File: config.mk
export PLATFORM = sky130hd
export DESIGN_NAME = evt_aggregator
export DESIGN_NICKNAME = d
export VERILOG_FILES = /design/src/rtl/evt_agg_pkg.sv /design/src/rtl/evt_status_bank.sv /design/src/rtl/evt_mask_bank.sv /design/src/rtl/evt_lowest_enc.sv /design/src/rtl/evt_aggregator.sv
export SDC_FILE = /design/constraint.sdc
export NUM_CORES = 1
export LEC_CHECK = 0
export ABC_AREA = 0
export BUFFER_PORTS_ARGS = -buffer_cell sky130_fd_sc_hd__clkbuf_2
export CAP_MARGIN = 15
export CORE_MARGIN = 3
export CORE_UTILIZATION = 35
export DETAILED_ROUTE_END_ITERATION = 8
export MAX_ROUTING_LAYER = met4
export SLEW_MARGIN = 30
export SYNTH_ARGS = -nofsm -noshare
export SYNTH_HDL_FRONTEND = slang
export SYNTH_SLANG_ARGS = --single-unit
File: constraint.sdc
create_clock -name clk -period 2 [get_ports clk]
set_input_delay 0.2 -clock clk [delete_from_list [all_inputs] [get_ports clk]]
set_output_delay 0.2 -clock clk [all_outputs]
set_load 0.05 [all_outputs]
File: src/rtl/evt_agg_pkg.sv
package evt_agg_pkg;

  // Byte offset of status word w.
  function automatic int status_off(input int w);
    return 4 * w;
  endfunction

  // Byte offset of mask word w in group g.
  function automatic int mask_off(input int g, input int w);
    return 16 * (g + 1) + 4 * w;
  endfunction

  // Byte offset of the vector word of line l.
  function automatic int vec_off(input int l);
    return 64 + 4 * l;
  endfunction

endpackage

File: src/rtl/evt_status_bank.sv
module evt_status_bank #(
  parameter int NUM_EVT = 96
) (
  input  logic               clk,
  input  logic               rst_n,
  input  logic [NUM_EVT-1:0] set_i,
  input  logic [NUM_EVT-1:0] clr_i,
  output logic [NUM_EVT-1:0] status_o
);
  logic [NUM_EVT-1:0] st_q;

  // Clear is applied first, then set, so a set in the same cycle wins.
  always_ff @(posedge clk or negedge rst_n) begin
    if (!rst_n) st_q <= '0;
    else        st_q <= (st_q & ~clr_i) | set_i;
  end

  assign status_o = st_q;
endmodule

File: src/rtl/evt_mask_bank.sv
module evt_mask_bank
  import evt_agg_pkg::*;
#(
  parameter int NUM_LINES = 3,
  parameter int NUM_WORDS = 3,
  parameter int WORD_W    = 32,
  parameter int ADDR_W    = 8,
  localparam int NUM_EVT  = NUM_WORDS * WORD_W
) (
  input  logic                              clk,
  input  logic                              rst_n,
  input  logic                              wr_en,
  input  logic [ADDR_W-1:0]                 addr,
  input  logic [WORD_W-1:0]                 wdata,
  output logic [NUM_LINES-1:0][NUM_EVT-1:0] mask_o,
  output logic                              hit_o
);
  logic [NUM_LINES*NUM_WORDS-1:0] sel;

  for (genvar g = 0; g < NUM_LINES; g++) begin : g_grp
    for (genvar w = 0; w < NUM_WORDS; w++) begin : g_word
      logic [WORD_W-1:0] m_q;

      assign sel[g*NUM_WORDS+w] = (int'(addr) == mask_off(g, w));

      always_ff @(posedge clk or negedge rst_n) begin
        if (!rst_n)                             m_q <= '0;
        else if (wr_en && sel[g*NUM_WORDS+w])   m_q <= wdata;
      end

      assign mask_o[g][w*WORD_W +: WORD_W] = m_q;
    end
  end

  assign hit_o = wr_en && (|sel);
endmodule

File: src/rtl/evt_lowest_enc.sv
module evt_lowest_enc #(
  parameter int NUM_EVT = 96,
  localparam int IDX_W  = $clog2(NUM_EVT)
) (
  input  logic [NUM_EVT-1:0] vec_i,
  output logic               valid_o,
  output logic [IDX_W-1:0]   idx_o
);
  // Scan from the top bit down, so the last hit is the lowest set bit.
  function automatic logic [IDX_W-1:0] lowest(input logic [NUM_EVT-1:0] v);
    logic [IDX_W-1:0] r;
    r = '0;
    for (int i = NUM_EVT - 1; i >= 0; i--)
      if (v[i]) r = IDX_W'(i);
    return r;
  endfunction

  assign valid_o = |vec_i;
  assign idx_o   = lowest(vec_i);
endmodule

File: src/rtl/evt_aggregator.sv
module evt_aggregator
  import evt_agg_pkg::*;
#(
  parameter int NUM_LINES = 3,
  parameter int NUM_WORDS = 3,
  parameter int WORD_W    = 32,
  parameter int ADDR_W    = 8,
  localparam int NUM_EVT  = NUM_WORDS * WORD_W,
  localparam int IDX_W    = $clog2(NUM_EVT)
) (
  input  logic                 clk,
  input  logic                 rst_n,
  input  logic [NUM_EVT-1:0]   evt_pulse,
  input  logic [ADDR_W-1:0]    bus_addr,
  input  logic                 bus_wr,
  input  logic [WORD_W-1:0]    bus_wdata,
  output logic [WORD_W-1:0]    bus_rdata,
  output logic [NUM_LINES-1:0] irq
);
  // Named internal events, brought out for the checker.
  logic [NUM_EVT-1:0]                status_flat;
  logic [NUM_EVT-1:0]                ack_clr;
  logic [NUM_LINES-1:0][NUM_EVT-1:0] mask_flat;
  logic [NUM_LINES-1:0][NUM_EVT-1:0] masked_flat;
  logic                              mask_wr;
  logic [NUM_LINES-1:0]              vec_valid;
  logic [NUM_LINES-1:0][IDX_W-1:0]   vec_num;
  logic [NUM_LINES-1:0]              irq_q;

  // Acknowledge decode: each status word has its own write-one-to-clear strobe.
  for (genvar w = 0; w < NUM_WORDS; w++) begin : g_ack
    assign ack_clr[w*WORD_W +: WORD_W] =
      (bus_wr && int'(bus_addr) == status_off(w)) ? bus_wdata : '0;
  end

  evt_status_bank #(.NUM_EVT(NUM_EVT)) u_status (
    .clk      (clk),
    .rst_n    (rst_n),
    .set_i    (evt_pulse),
    .clr_i    (ack_clr),
    .status_o (status_flat)
  );

  evt_mask_bank #(
    .NUM_LINES (NUM_LINES),
    .NUM_WORDS (NUM_WORDS),
    .WORD_W    (WORD_W),
    .ADDR_W    (ADDR_W)
  ) u_mask (
    .clk    (clk),
    .rst_n  (rst_n),
    .wr_en  (bus_wr),
    .addr   (bus_addr),
    .wdata  (bus_wdata),
    .mask_o (mask_flat),
    .hit_o  (mask_wr)
  );

  // Per-line masking, vector resolution and the registered request line.
  for (genvar l = 0; l < NUM_LINES; l++) begin : g_line
    assign masked_flat[l] = status_flat & mask_flat[l];

    evt_lowest_enc #(.NUM_EVT(NUM_EVT)) u_enc (
      .vec_i   (masked_flat[l]),
      .valid_o (vec_valid[l]),
      .idx_o   (vec_num[l])
    );

    always_ff @(posedge clk or negedge rst_n) begin
      if (!rst_n) irq_q[l] <= 1'b0;
      else        irq_q[l] <= |masked_flat[l];
    end
  end

  assign irq = irq_q;

  // Read multiplexer: unmapped offsets fall through to zero.
  always_comb begin
    bus_rdata = '0;
    for (int w = 0; w < NUM_WORDS; w++)
      if (int'(bus_addr) == status_off(w))
        bus_rdata = status_flat[w*WORD_W +: WORD_W];
    for (int g = 0; g < NUM_LINES; g++)
      for (int w = 0; w < NUM_WORDS; w++)
        if (int'(bus_addr) == mask_off(g, w))
          bus_rdata = mask_flat[g][w*WORD_W +: WORD_W];
    for (int l = 0; l < NUM_LINES; l++)
      if (int'(bus_addr) == vec_off(l)) begin
        bus_rdata                = '0;
        bus_rdata[WORD_W-1]      = vec_valid[l];
        bus_rdata[IDX_W-1:0]     = vec_valid[l] ? vec_num[l] : '0;
      end
  end
endmodule

==> metrics.yaml, run 1 <==
clocking:
  clk_latency_ns: 0.60
  clk_pin_slew_ns: 0.06
  clockRootBuffer: "clkbuf_16"
  ctsLongestPathBuffers: 3
  cts_tree: "done"
  cts.sinks: 387
  h-tree-depth: 2
  cts_made_buffers: 48
critical_path:
  cp_top_family: "compound AO/OA/AOI/OAI gates"
  arrival_ns: 3.40
  critPathBufInv: 2
  critPathCaptureType: "primary output"
  required_ns: 1.80
  critPathLaunchType: "register"
  reg2reg_depth: 9
  slowest_stage: "or3b_4"
  cp_max_fo: 6
  crit_cells: 9
  worstSetupPathType: "register to primary output"
  cp_slowest_stage_delay_ns: 0.46
  path_cells: "buf_4 -> a32oi_1 -> a21oi_1 -> o21ai_2 -> or3b_4 -> a221o_1 -> o211ai_1 -> nand4_1 -> buf_12"
cells_and_area:
  fin_nets: 3499
  syn2layout_area_growth_pct: 62.2
  drive_gt1_share_pct: 53.9
  postLayoutCellArea_mm2: 0.0367
die:
  rows: 92
  pin_count: 174
  core-area_mm2: 0.0635
  die-area_mm2: 0.0678
  initial_utilization_pct: 35.6
  die_w_um: 260
  dieHeight_um: 260
sta:
  fmax_mhz: 278
  setup-violations-final: 116
  maxSlewHeadroom_pct: 51.4
  finalHoldViolCount: 0
  rsz0062_at_grt: "true"
  hold_ws_ns: 0.0338
  report.final.slew_viol_count: 0
  tightest_slew_ns: 0.721
  min_period_ns: 3.60
  fin_ws_ns: -1.60
  tns_ns: -27.32
  skew_ns: 0.0119
  fin_crit_sh_pct: 180
synth:
  synth_most_common_cell: "dfrtp_1"
  ys_top_cells_by_count: "dfrtp_1 (387), nand2_1 (338), mux2_2 (268), a22oi_1 (200), buf_2 (101)"
  synth.yosys.seq_area_share_pct: 42.8
  syn_inst: 2207
  yosys_warnings: 0
  synth-seq-cells: 387
  yosys.area.top_type_share_pct: 42.8
  avgSynthCellArea_um2: 10.3
  synth_top_flop_cell: "dfrtp_1"
  synth_area_mm2: 0.0226
  synth_area_leaders: "dfrtp_1 (43%), mux2_2 (13%), a22oi_1 (6.6%)"
  synth_edf_count: 0
  ys_types: 76
  synth-async-reset-ratio_pct: 100
  synth_top_area_cell: "dfrtp_1"
  syn_nets: 2346
pwr:
  total_power_mw: 24.2
  internal-power_mw: 16.6
  seq_power_share_pct: 34.5
  combPwrFrac_pct: 29.5
  p_per_area_mw_per_mm2: 658
  p_switching_mw: 7.56
  clockPowerShare_pct: 35.9
  ir_worst_vdd_uv: 634
  p_sw_share_pct: 31.3
  p_leak_nw: 16.9
global_route:
  grt_pass1_wl_um: 173000
  grt.total_usage_pct: 35.8
  grt_max_degree: 76
  grt.overflow.total: 0
  grt_pass1_vias: 25378
  antenna_found_initial: 3
detailed_routing:
  wl_per_cell_um: 28.5
  vias: 25379
  dr.pass1.iters: 9
  ant_nets: 0
  post-route-drc-count: 0
  via_per_inst: 5.98
  initialDrtViolationCount: 3412
  wl_um: 121000
placement:
  portBuffers: 173
  preCtsSetupSlack_ns: -1.51
  gp_congestion: 1.06
  dp_hpwl_um: 92200
  place_area_mm2: 0.0318
min_path:
  min_path_type: "input port to register"
  hold_path_depth: 3
status:
  violations: "negative setup slack"
  outcome: "finished, violations left"
job:
  maxCapViolCount: 0
logic make-up after synthesis:
logic type             count (synthesis)  share of synthesized area [%]
multiplexers                         291                           14.5
AO/OA/AOI/OAI                        692                           24.5
buffers and inverters                214                           4.84
flip-flops                           387                           42.8
AND/OR/NAND/NOR                      623                           13.4
repair_timing:
action / CTS / global route
endpoints found under the setup margin: 35 / 103
endpoints found under the hold margin: 386 / 0
pin swaps: 93 / 83
gates resized for setup: 233 / 139
setup buffers: 82 / 38
hold buffers: 97 / 0
cloned: 5 / 4
metrics by stage:
stage	cells	utilization, %
final	4244	57.8
after global routing	4243	57.8
after CTS	4223	56.7
after detailed placement	3957	50.0
after global placement	3957	50.0
after floorplan	2207	-
layout by cell type (no fill, tap or decap), types with 52 or more instances in the layout:
master / Yosys / routed
a21o_1: 98 / 98
a22oi_1: 200 / 134
a22oi_2: 44 / 110
buf_12: 0 / 78
buf_4: 14 / 867
buf_6: 15 / 101
clkbuf_16: 0 / 52
clkbuf_2: 0 / 137
dfrtp_1: 387 / 370
dlygate4sd3_1: 0 / 97
mux2_2: 268 / 267
nand2_1: 338 / 331
nand4_1: 70 / 70
path summary, 6_finish.rpt:
kind / from / endpoint / slack, ns
worst max register to register: u_status.status_o[86] / irq[1] / -0.13
worst min-delay path: bus_wdata[18] / u_status.status_o[50] / 0.03
worst min register to register: u_mask.g_grp[2].g_word[2].m_q[20] / u_mask.g_grp[2].g_word[2].m_q[20] / 0.58
max in group asynchronous: rst_n / u_status.status_o[94] / 1.05
min in group asynchronous: rst_n / u_status.status_o[83] / 0.12
worst max-delay path: u_status.status_o[33] / bus_rdata[0] / -1.60
state kept, by name, summed over array words and instances (netlist names):
register	cells
u_mask.g_grp.g_word.m_q	288
u_status.status_o	96
irq	3
worst reg2reg max path: cells and delay by family, from the launching register on:
family	cells	cell delay (ns)
buffers and inverters	5	0.73
AND/OR/NAND/NOR	3	0.53
flip-flops	1	0.41
AO/OA/AOI/OAI	1	0.37
final cells by class:
type / instances / area (um2)
Clock buffer: 68 / 1380
Antenna cell: 2 / 5.00
Multi-Input combinational cell: 1606 / 13000
Fill cell: 5455 / 26800
Inverter: 11 / 41.3
Tap cell: 846 / 1060
Timing Repair Buffer: 1306 / 11300
Sequential cell: 387 / 9710
Clock inverter: 18 / 156
per-layer routing:
metal / GRT usage [%] / share of wire (%) / vias up
met3: 5.45 / 8.9 / 340
met2: 55.7 / 45 / 1469
met1: 47.3 / 41 / 12747
met5: - / 0 / -
met4: 13.4 / 5.1 / 0
li1: - / - / 10823
power by group through the flow:
| stage | clock network (mW) | registers (mW) | logic [mW] |
|---|---|---|---|
| 2_1_floorplan | 0 | 8.51 | 2.25 |
| 3_3_place_gp | 0 | 8.45 | 6.23 |
| 3_5_place_dp | 0 | 8.46 | 6.23 |
| 4_1_cts | 8.73 | 8.33 | 6.84 |
| 5_1_grt | 9.05 | 8.37 | 7.44 |
| 6_report | 8.69 | 8.34 | 7.14 |
Note: power is estimated with default switching activity, not from simulation.
==> run 2, diff against run 1 <==
--- a/config.mk
+++ b/config.mk
@@ -9,9 +9,10 @@
 export BUFFER_PORTS_ARGS = -buffer_cell sky130_fd_sc_hd__clkbuf_2
 export CAP_MARGIN = 15
 export CORE_MARGIN = 3
-export CORE_UTILIZATION = 35
+export CORE_UTILIZATION = 55
 export DETAILED_ROUTE_END_ITERATION = 8
 export MAX_ROUTING_LAYER = met4
+export PLACE_DENSITY = 0.77
 export SLEW_MARGIN = 30
 export SYNTH_ARGS = -nofsm -noshare
 export SYNTH_HDL_FRONTEND = slang
==> run 2 against run 1 <==
The flow now stops in global routing; synthesized cell count stayed put; synthesized area stayed put.
==> metrics.yaml, run 2 <==
status:
  outcome: "stopped before the end"  # was finished, violations left
  stop_stage: "global routing"
  error: "[ERROR GRT-0232] Routing congestion too high. Check the congestion heatmap in the GUI."
placement:
  gp_congestion: 1.19  # was 1.06
  portBuffers: 173  # unchanged
  dp_hpwl_um: 86100  # was 92200 um
  dp.cells: 3609  # was 3957
synth:
  yosys_warnings: 0  # unchanged
  synth_area_mm2: 0.0226  # unchanged
  synth.yosys.seq_area_share_pct: 42.8  # unchanged
  syn_inst: 2207  # unchanged
  synth_most_common_cell: "dfrtp_1"  # unchanged
  syn_nets: 2346  # unchanged
  synth_top_family_by_area: "compound AO/OA/AOI/OAI gates"  # unchanged
  avgSynthCellArea_um2: 10.3  # unchanged
  synth_top_flop_cell: "dfrtp_1"  # unchanged
  synth_top_area_cell: "dfrtp_1"  # unchanged
  ys_types: 76  # unchanged
  synth_area_leaders: "dfrtp_1 (43%), mux2_2 (13%), a22oi_1 (6.6%)"  # unchanged
  ys_top_cells_by_count: "dfrtp_1 (387), nand2_1 (338), mux2_2 (268), a22oi_1 (200), buf_2 (101)"  # unchanged
  synth.area.mux_share_pct: 14.5  # unchanged
  synth-compound-area-share_pct: 24.5  # unchanged
  synthAdderAreaFrac_pct: 0  # unchanged
  synth_edf_count: 0  # unchanged
  synth-async-reset-ratio_pct: 100  # unchanged
  synth-seq-cells: 387  # unchanged
  synth_xor_area_share_pct: 0  # unchanged
  synthSimpleGateAreaFrac_pct: 13.4  # unchanged
  yosys.area.top_type_share_pct: 42.8  # unchanged
clocking:
  h-tree-depth: 2  # unchanged
  clockRootBuffer: "clkbuf_16"  # unchanged
  cts.sinks: 387  # unchanged
  ctsLongestPathBuffers: 3  # unchanged
  cts_made_buffers: 44  # was 48
global_route:
  grt.total_usage_pct: 74.9
  grt_max_degree: 81
  grt.overflow.total: 5
  antenna_found_initial: 11
sta:
  worstEpCategory: "primary output"
  grt-worst-endpoint: "bus_rdata[0]"
die:
  pin_count: 174  # unchanged
  rows: 73  # was 92
  die_w_um: 209  # was 260 um
  dieHeight_um: 209  # was 260 um
  initial_utilization_pct: 56.3  # was 35.6%
## run 2: cell counts after synthesis
No cell type changed its count.
## run 2: metrics by stage
stage / utilization, % / cell area (um2) / setup WS, ns
floorplan: - / 23200 / -0.552
global placement: 77.6 / 31200 / -1.19
detailed placement: 77.6 / 31200 / -1.17
CTS: 87.3 / 35100 / -1.45
## run 2: logic make-up after synthesis
family	Yosys count
buffers and inverters	214
multiplexers	291
flip-flops	387
AND/OR/NAND/NOR	623
AO/OA/AOI/OAI	692
## run 2: layer usage
metal  global-route usage (%)  GRT overflow
met5                        -             -
met4                     69.8             1
met3                     57.8             0
met2                     91.0             4
met1                     74.2             0
## run 2: timing repair
item | in CTS
hold buffers | 97
hold endpoints to repair | 285
pin swaps | 80
gates cloned | 5
resized for setup | 223
setup endpoints to repair | 87
setup buffers | 51
==> run 3, diff against run 2 <==
--- a/config.mk
+++ b/config.mk
@@ -9,10 +9,9 @@
 export BUFFER_PORTS_ARGS = -buffer_cell sky130_fd_sc_hd__clkbuf_2
 export CAP_MARGIN = 15
 export CORE_MARGIN = 3
-export CORE_UTILIZATION = 55
+export CORE_UTILIZATION = 40
 export DETAILED_ROUTE_END_ITERATION = 8
-export MAX_ROUTING_LAYER = met4
-export PLACE_DENSITY = 0.77
+export PLACE_DENSITY_LB_ADDON = 0.15
 export SLEW_MARGIN = 30
 export SYNTH_ARGS = -nofsm -noshare
 export SYNTH_HDL_FRONTEND = slang
==> constraint.sdc (replaced) <==
create_clock -name clk -period 2.6 [get_ports clk]
set_input_delay 0.26 -clock clk [delete_from_list [all_inputs] [get_ports clk]]
set_output_delay 0.26 -clock clk [all_outputs]
set_load 0.05 [all_outputs]
==> run 3 against run 2 <==
The flow now finishes, with violations (negative setup slack).
==> metrics.yaml, run 3 (synthesis gave the netlist of run 1 again) <==
critical_path:
  critPathBufInv: 5
  required_ns: 2.34
  reg2reg_from: "u_status.status_o[31]"
  reg2reg_to: "irq[2]"
  crit_cells: 13
  reg2reg_slack_ns: 0.38
  critPathCaptureType: "primary output"
  cp_max_fo: 4
  worstSetupPathType: "register to primary output"
  slowest_stage: "dfrtp_2"
  reg2reg_depth: 7
  cpMostUsedCell: "nand4_1"
  critPathLaunchType: "register"
  path_cells: "buf_6 -> a22oi_2 -> nand4_1 -> buf_6 -> nor4_4 -> buf_4 -> buf_4 -> nand4_1 -> o211ai_1 -> nand4_1 -> a31oi_1 -> nand4_1 -> buf_12"
  cp_top_family: "simple AND/OR/NAND/NOR gates"
  cp_slowest_stage_delay_ns: 0.43
  arrival_ns: 3.35
sta:
  fmax_mhz: 277
  maxSlewHeadroom_pct: 43.2
  fin_crit_sh_pct: 139
  skew_ns: 0.0198
  fin_ws_ns: -1.01
  finalHoldViolCount: 0
  rsz0062_at_grt: "true"
  setup-violations-final: 23
  tightest_slew_ns: 0.853
  min_period_ns: 3.61
  hold_ws_ns: 0.0892
  report.final.slew_viol_count: 0
detailed_routing:
  vias: 25218
  via_per_inst: 6.11
  initialDrtViolationCount: 3289
  wl_um: 121000
  dr.pass1.iters: 8
  ant_nets: 0
  post-route-drc-count: 0
  wl_per_cell_um: 29.3
cells_and_area:
  top_register: "u_mask.g_grp.g_word.m_q"
  fin_nets: 3480
  regArea_mm2: 0.00971
  drive_gt1_share_pct: 52.8
  largest_reg_flops: 288
  syn2layout_area_growth_pct: 59.0
  stdcell_count: 4126
  multiInputGateArea_mm2: 0.0128
  final_cell_mix: "buf_4 (913), dfrtp_1 (368), nand2_1 (325), mux2_2 (268), a22oi_1 (155)"
  nFillCells: 4563
  final_common_cell: "buf_4"
clocking:
  clk_pin_slew_ns: 0.06
  h-tree-depth: 2  # unchanged
  cts_tree: "done"
  cts.sinks: 387  # unchanged
  clockRootBuffer: "clkbuf_16"  # unchanged
  ctsLongestPathBuffers: 3  # unchanged
  clk_latency_ns: 0.60
  cts_made_buffers: 47  # was 44
placement:
  dp_hpwl_um: 93800  # was 86100 um
  gp_congestion: 1.08  # was 1.19
  portBuffers: 173  # unchanged
  dp.cells: 3859  # was 3609
global_route:
  grt.total_usage_pct: 39.9
  antenna_found_initial: 2
  grt_pass1_wl_um: 174000
  grt.overflow.total: 0
  grt_max_degree: 80
  grt_pass1_vias: 25294
die:
  dieHeight_um: 244  # was 209 um
  core-area_mm2: 0.0555
  initial_utilization_pct: 40.8  # was 56.3%
  die_w_um: 244  # was 209 um
  rows: 86  # was 73
  pin_count: 174  # unchanged
  die-area_mm2: 0.0595
status:
  violations: "negative setup slack"
  outcome: "finished, violations left"  # was stopped before the end
pwr:
  p_leak_nw: 16.7
  p_per_area_mw_per_mm2: 518
  ir_worst_vdd_uv: 581
min_path:
  hold_path_depth: 3
  min_path_type: "input port to register"
  hold_start: "bus_wdata[25]"
  hold_end: "u_status.status_o[25]"
job:
  maxCapViolCount: 0
==> run 3: worst max-delay path by stage <==
stage | start | end | slack, ns
after floorplan | u_status.status_o[59] | bus_rdata[0] | -0.01
after global placement | u_status.status_o[82] | bus_rdata[2] | -0.96
after detailed placement | u_status.status_o[82] | bus_rdata[2] | -0.86
after CTS | u_status.status_o[91] | bus_rdata[2] | -1.01
after global routing | u_status.status_o[19] | bus_rdata[0] | -1.06
final | u_status.status_o[64] | bus_rdata[0] | -1.01
==> run 3: tightest hold or removal path, delay by kind of cell <==
family	cells	cell delay, ns
AO/OA/AOI/OAI	1	0.10
AND/OR/NAND/NOR	1	0.10
buffers and inverters	1	0.19
==> run 3: layout make-up <==
type                    count  share of cell area, %
multi-input cells        1606                   35.5
repair buffers           1288                   30.4
flip-flops and latches    387                   27.0
clock buffers              69                   3.86
well taps                 748                   2.60
clock inverters            15                  0.528
inverters                  11                  0.115
diodes                      2                 0.0139
==> run 3: routing by layer <==
| layer | share of wire [%] | GRT usage [%] |
|---|---|---|
| met3 | 10 | 9.50 |
| met4 | 4.7 | 16.4 |
| met5 | 0.0074 | 0 |
| met2 | 45 | 62.1 |
| met1 | 41 | 53.4 |
==> run 3: what timing repair did <==
action | 4_1_cts | 5_1_grt
gates resized for setup | 179 | 101
cloned | 2 | 1
hold endpoints to repair | 160 | 0
pin swaps | 89 | 84
buffers inserted | 51 | 35
endpoints found under the setup margin | 32 | 32
hold buffers | 97 | 0
==> run 3: power breakdown <==
group / total (mW) / switching (mW) / internal (mW) / leakage (nW)
clock network: 6.83 / 2.75 / 4.09 / 0.786
logic: 5.40 / 2.86 / 2.54 / 11.1
registers: 6.42 / 0.175 / 6.24 / 4.83
==> run 3: stage by stage <==
stage / setup TNS [ns] / utilization [%] / setup slack [ns] / area, um2 / total power [mW]
finish: -7.51 / 64.8 / -1.01 / 36000 / 18.7
global route: -8.96 / 64.8 / -1.06 / 36000 / 19.2
CTS: -7.47 / 63.5 / -1.01 / 35300 / 18.4
detailed placement: -10.24 / 56.7 / -0.864 / 31500 / 11.2
global placement: -8.95 / 56.7 / -0.959 / 31500 / 11.2
floorplan: -0.0122 / - / -0.0122 / 22700 / 8.23
